--- src/rtl/pms_pkg.sv ---
package pms_pkg;
  typedef enum logic [3:0] {
    ST_RUN      = 4'd0,
    ST_LPRUN    = 4'd1,
    ST_LPR_EXIT = 4'd2,
    ST_SLEEP    = 4'd3,
    ST_LPSLEEP  = 4'd4,
    ST_ENTER    = 4'd5,
    ST_STOP0    = 4'd6,
    ST_STOP1    = 4'd7,
    ST_STOP2    = 4'd8,
    ST_STANDBY  = 4'd9,
    ST_SHUTDOWN = 4'd10,
    ST_EXIT     = 4'd11,
    ST_RESTART  = 4'd12
  } pms_state_e;

  // clock domains, ordered from first gated to last gated
  localparam int CLK_W = 4;

  function automatic pms_state_e deep_target(input logic [2:0] sel);
    case (sel)
      3'd1:    return ST_STOP1;
      3'd2:    return ST_STOP2;
      3'd3:    return ST_STANDBY;
      3'd4:    return ST_SHUTDOWN;
      default: return ST_STOP0;
    endcase
  endfunction

  function automatic logic is_stop(input pms_state_e s);
    return (s == ST_STOP0) || (s == ST_STOP1) || (s == ST_STOP2);
  endfunction
endpackage

--- src/rtl/pms_settle_timer.sv ---
module pms_settle_timer #(
  parameter int CNT_W = 4
) (
  input  logic             clk,
  input  logic             rst_n,
  input  logic             load,
  input  logic [CNT_W-1:0] load_val,
  output logic             done
);
  logic [CNT_W-1:0] cnt_q;

  always_ff @(posedge clk or negedge rst_n) begin
    if (!rst_n)             cnt_q <= '0;
    else if (load)          cnt_q <= load_val;
    else if (cnt_q != '0)   cnt_q <= cnt_q - 1'b1;
  end

  assign done = (cnt_q == '0);
endmodule

--- src/rtl/pms_out_decode.sv ---
module pms_out_decode
  import pms_pkg::*;
(
  input  pms_state_e       state,
  input  pms_state_e       origin,
  input  pms_state_e       exit_dest,
  input  logic             ret,
  output logic             main_reg_en,
  output logic             lp_reg_en,
  output logic [CLK_W-1:0] clk_en,
  output logic             sram_ret,
  output logic             reg_lp_flag,
  output logic             fast_clk_ok,
  output logic             sys_reset_req
);
  pms_state_e eff;
  logic [1:0] tier;   // 0 all on, 1 core gated, 2 low-speed only, 3 external low-speed only

  always_comb begin
    eff           = (state == ST_ENTER) ? origin : state;
    main_reg_en   = 1'b1;
    lp_reg_en     = 1'b1;
    sram_ret      = 1'b0;
    reg_lp_flag   = 1'b0;
    tier          = 2'd0;
    case (eff)
      ST_LPRUN, ST_LPR_EXIT: begin
        main_reg_en = (eff == ST_LPR_EXIT);
        reg_lp_flag = 1'b1;
      end
      ST_SLEEP:   tier = 2'd1;
      ST_LPSLEEP: begin
        tier = 2'd1; main_reg_en = 1'b0; reg_lp_flag = 1'b1;
      end
      ST_STOP0:   tier = 2'd2;
      ST_STOP1, ST_STOP2: begin
        tier = 2'd2; main_reg_en = 1'b0;
      end
      ST_STANDBY: begin
        tier = 2'd2; main_reg_en = 1'b0; lp_reg_en = ret; sram_ret = ret;
      end
      ST_SHUTDOWN: begin
        tier = 2'd3; main_reg_en = 1'b0; lp_reg_en = 1'b0;
      end
      ST_EXIT: begin
        tier = 2'd2; main_reg_en = (exit_dest == ST_RUN);
      end
      default: ;
    endcase
  end

  for (genvar i = 0; i < CLK_W; i++) begin : g_clk
    assign clk_en[i] = ({30'd0, tier} <= i);
  end

  assign fast_clk_ok   = (state == ST_RUN);
  assign sys_reset_req = (state == ST_RESTART);
endmodule

--- src/rtl/pwr_mode_seq.sv ---
module pwr_mode_seq
  import pms_pkg::*;
#(
  parameter int NUM_WAKE     = 3,
  parameter int ENTER_CYC    = 4,
  parameter int EXIT0_CYC    = 3,
  parameter int EXIT12_CYC   = 8,
  parameter int MAIN_RDY_CYC = 5,
  parameter int RESTART_CYC  = 2
) (
  input  logic                clk,
  input  logic                rst_n,
  input  logic [2:0]          mode_sel,
  input  logic                lpr_req,
  input  logic                retain_en,
  input  logic                deep_en,
  input  logic                wait_strobe,
  input  logic [NUM_WAKE-1:0] wake_src,
  output logic                main_reg_en,
  output logic                lp_reg_en,
  output logic [CLK_W-1:0]    clk_en,
  output logic                sram_ret,
  output logic                reg_lp_flag,
  output logic                fast_clk_ok,
  output logic                sys_reset_req,
  output logic [3:0]          pwr_state
);
  localparam int MAX_A   = (ENTER_CYC > EXIT12_CYC) ? ENTER_CYC : EXIT12_CYC;
  localparam int MAX_B   = (MAIN_RDY_CYC > RESTART_CYC) ? MAIN_RDY_CYC : RESTART_CYC;
  localparam int MAX_C   = (MAX_A > MAX_B) ? MAX_A : MAX_B;
  localparam int MAX_CYC = (MAX_C > EXIT0_CYC) ? MAX_C : EXIT0_CYC;
  localparam int CNT_W   = $clog2(MAX_CYC + 1);

  pms_state_e       state_q, state_d, origin_q, target_q, dest_q;
  logic             ret_q;
  logic             wake_any, tmr_load, tmr_done;
  logic [CNT_W-1:0] tmr_val;

  assign wake_any = |wake_src;

  always_comb begin
    state_d = state_q;
    case (state_q)
      ST_RUN: begin
        if (wait_strobe)  state_d = deep_en ? ST_ENTER : ST_SLEEP;
        else if (lpr_req) state_d = ST_LPRUN;
      end
      ST_LPRUN: begin
        if (wait_strobe)   state_d = deep_en ? ST_ENTER : ST_LPSLEEP;
        else if (!lpr_req) state_d = ST_LPR_EXIT;
      end
      ST_LPR_EXIT: if (tmr_done) state_d = ST_RUN;
      ST_SLEEP:    if (wake_any) state_d = ST_RUN;
      ST_LPSLEEP:  if (wake_any) state_d = ST_LPRUN;
      ST_ENTER: begin
        if (wake_any)      state_d = origin_q;
        else if (tmr_done) state_d = target_q;
      end
      ST_STOP0, ST_STOP1, ST_STOP2: if (wake_any) state_d = ST_EXIT;
      ST_STANDBY, ST_SHUTDOWN:      if (wake_any) state_d = ST_RESTART;
      ST_EXIT:     if (tmr_done) state_d = dest_q;
      ST_RESTART:  if (tmr_done) state_d = ST_RUN;
      default:     state_d = ST_RUN;
    endcase
  end

  always_comb begin
    tmr_load = (state_d != state_q);
    case (state_d)
      ST_ENTER:    tmr_val = CNT_W'(ENTER_CYC - 1);
      ST_LPR_EXIT: tmr_val = CNT_W'(MAIN_RDY_CYC - 1);
      ST_RESTART:  tmr_val = CNT_W'(RESTART_CYC - 1);
      ST_EXIT:     tmr_val = (state_q == ST_STOP0) ? CNT_W'(EXIT0_CYC - 1)
                                                    : CNT_W'(EXIT12_CYC - 1);
      default: begin
        tmr_val  = '0;
        tmr_load = 1'b0;
      end
    endcase
  end

  always_ff @(posedge clk or negedge rst_n) begin
    if (!rst_n) begin
      state_q  <= ST_RUN;
      origin_q <= ST_RUN;
      target_q <= ST_STOP0;
      dest_q   <= ST_RUN;
      ret_q    <= 1'b0;
    end else begin
      state_q <= state_d;
      if (state_d == ST_ENTER && state_q != ST_ENTER) begin
        origin_q <= state_q;
        target_q <= deep_target(mode_sel);
        ret_q    <= retain_en;
      end
      if (is_stop(state_q) && state_d == ST_EXIT)
        dest_q <= (state_q != ST_STOP2 && lpr_req) ? ST_LPRUN : ST_RUN;
    end
  end

  pms_settle_timer #(.CNT_W(CNT_W)) u_timer (
    .clk(clk), .rst_n(rst_n), .load(tmr_load), .load_val(tmr_val), .done(tmr_done)
  );

  pms_out_decode u_dec (
    .state(state_q), .origin(origin_q), .exit_dest(dest_q), .ret(ret_q),
    .main_reg_en(main_reg_en), .lp_reg_en(lp_reg_en), .clk_en(clk_en),
    .sram_ret(sram_ret), .reg_lp_flag(reg_lp_flag), .fast_clk_ok(fast_clk_ok),
    .sys_reset_req(sys_reset_req)
  );

  assign pwr_state = state_q;
endmodule

--- config.mk ---
export PLATFORM = sky130hd
export DESIGN_NAME = pwr_mode_seq
export DESIGN_NICKNAME = d
export VERILOG_FILES = /design/src/rtl/pms_pkg.sv /design/src/rtl/pms_settle_timer.sv /design/src/rtl/pms_out_decode.sv /design/src/rtl/pwr_mode_seq.sv
export SDC_FILE = /design/constraint.sdc
export NUM_CORES = 1
export LEC_CHECK = 0
export BUFFER_PORTS_ARGS = -buffer_cell sky130_fd_sc_hd__buf_2
export CAP_MARGIN = 30
export CORE_UTILIZATION = 50
export DETAILED_ROUTE_END_ITERATION = 8
export PLACE_DENSITY = 0.72
export SYNTH_ARGS = -nofsm -noshare
export SYNTH_HDL_FRONTEND = slang
export SYNTH_SLANG_ARGS = --single-unit
--- constraint.sdc ---
create_clock -name clk -period 5.8 [get_ports clk]
set_input_delay 0 -clock clk [delete_from_list [all_inputs] [get_ports clk]]
set_output_delay 0 -clock clk [all_outputs]
set_load 0.1 [all_outputs]
==> impl_metrics.toml <==
[logic_synthesis]
synth-edff-count = 0
yosysUniqueCellTypes = 63
syn_area_per_cell_sq_um = 8.656
syn_area_sq_um = 1688
syn_nets = 208
yosys_most_used_dff = "dfrtp_1"
ys_async_sr_fraction_pct = 100.0
yosys_warnings = 0
ys_seq_elements = 18
yosysSeqAreaShare_pct = 26.83
synth_cells = 195

[critical_path]
r2r-start = "u_timer.cnt_q[0]"
crit_start = "u_timer.cnt_q[0]"
required_ns = 5.98
critPathMaxFanout = 9
path_class = "flop to flop"
crit_arrival_ns = 3.32
start_kind = "flop"
end_kind = "flop"

[global_route]
grt_max_degree = 29
grt_pass1_wl_mm = 6.900
overflow = 0
grt_pass1_vias = 1524
antenna_found_initial = 0
grt_usage_pct = 25.28

[layout]
fin_nets = 228
final_common_cell = "buf_2"
n_fill_cell = 291
n_antenna_cell = 0
syn_to_final_growth_pct = 9.414
drive_gt1_share_pct = 22.43
layout_common_cells = "24 x buf_2, 18 x nor2_1, 16 x nand2_1, 16 x dfrtp_1"
fin_area_sq_um = 1847

[drt]
wl_per_cell_um = 15.69
drt_iter0_drc = 142
detail-route-antenna-nets = 0
drcViolationCount = 0
vias_per_cell = 6.194
totalWireLength_mm = 4.047
vias = 1598
drt_first_pass_iters = 4

[placed_design]
io_buffers = 24
routabilityCongestion = 0.8414
hpwlAfterDp_mm = 3.051
dpl_cell_area_sq_um = 1800

[clock_network]
cts_tree = "built"
htreeDepth = 1
cts-root-buf = "clkbuf_4"
clk_pin_slew_ns = 0.10
ctsResizeCount = 0
clk_latency_ns = 0.30
post_cts_buffers = 0
clock_path_buffers = 2
numCtsBuffers = 3
numClockSinks = 18

[sta]
rsz0062_at_grt = "false"
relSlewSlack_pct = 45.84
clock.fmax_mhz = 318.5
setup_violations = 0
slew_viol_final = 0
final.min_clock_period_ns = 3.140
fin_crit_sh_pct = 54.14
skew_ns = 0.01333
tightest_slew_ns = 0.8124
hold_violations = 0
finalSetupTns_ns = 0

[die]
num_rows = 20
num_io_pins = 26
die_w_um = 60.10
core_sq_um = 3128
dieArea_sq_um = 3612
die_height_um = 60.10
start_util_pct = 53.96

[run_status]
status = "finished clean"

[hold_path]
min_from = "lpr_req"
min_path_type = "primary input to flop"

[run]
cap_violations = 0
Yosys cell counts, types with 3 or more instances:
master    instances  area, sq um
nand2_1          16        60.06
inv_1             8        30.03
nand3_1           6        30.03
nor2_1           18        67.56
or3_1             3        18.77
buf_4             3        22.52
and4bb_2          3        37.54
o21ai_0           6        30.03
xnor2_1           3        26.28
nand2b_1          4        25.02
nor3b_1           5        37.54
nor2b_1          10        62.56
nor3_1            4        20.02
a21oi_1          10        50.05
dfrtp_1          16        400.4
mux2_2            5        56.30
o31ai_1           4        30.03
buf_2             7        35.03
nand3b_1          4        30.03
mux2i_1           7        70.07
area by class of cell:
cell class | count | area (sq um) | area share (%)
multi-input cells | 157 | 1139 | 61.65
repair buffers | 26 | 140.1 | 7.588
flip-flops and latches | 18 | 452.9 | 24.53
clock buffers | 4 | 26.28 | 1.423
well taps | 44 | 55.05 | 2.981
inverters | 9 | 33.78 | 1.829
logic make-up after synthesis:
kind of cell | Yosys count | share of synthesized area, %
mux | 12 | 7.487
other cells | 1 | 0.2222
compound gates | 49 | 24.09
xor+xnor | 4 | 2.076
buf+inv | 20 | 5.707
fa+ha+maj | 1 | 0.7412
flops | 18 | 26.83
simple gates | 90 | 32.84
final timing paths:
check                          endpoint  slack [ns]  depth (start not counted)
max                         origin_q[0]        2.66                          9
min in group asynchronous  pwr_state[3]        0.15                          2
min reg2reg                 target_q[0]        0.54                          1
min                           dest_q[0]        0.04                          3
max reg2reg                 origin_q[0]        2.66                          9
max in group asynchronous   target_q[1]        5.32                          2
critical path, stage by stage, from the launching register on:
cell      delay, ns
dfrtp_1        0.40
inv_1          0.09
ha_1           0.24
or3b_1         0.54
a21oi_1        0.20
o311ai_0       0.24
a211oi_2       0.41
nand3_1        0.14
nor2_2         0.38
mux2_2         0.38
stage by stage:
step | util [%] | instances | hold slack [ns] | worst slack [ns]
4_1_cts | 59.04 | 258 | 0.02538 | 2.706
6_report | 59.04 | 258 | 0.03999 | 2.660
3_5_place_dp | 57.56 | 252 | -0.04907 | 2.765
2_1_floorplan | - | 195 | -0.2956 | 1.698
5_1_grt | 59.04 | 258 | 0.02162 | 2.423
3_3_place_gp | 57.56 | 252 | -0.06288 | 2.766
per-layer routing:
layer | share of wire, % | wire length [um] | GRT usage [%]
met4 | 1.2 | 48 | 11.96
met2 | 48 | 1936 | 38.62
met5 | 0 | 0 | 0
met1 | 44 | 1793 | 35.22
met3 | 6.6 | 267 | 3.030
registers in the layout (all words and copies together), names as in the netlist:
register       cells
ret_q              1
pwr_state          4
dest_q             1
origin_q           4
target_q           4
u_timer.cnt_q      4
what timing repair did:
action	in CTS	in global routing
hold endpoints to repair	19	0
endpoints found under the setup margin	0	0
hold buffers	2	0
Power is left out: the tool's default activity adds up to more than one toggle a clock period on the data nets, which glitch-free logic cannot reach.
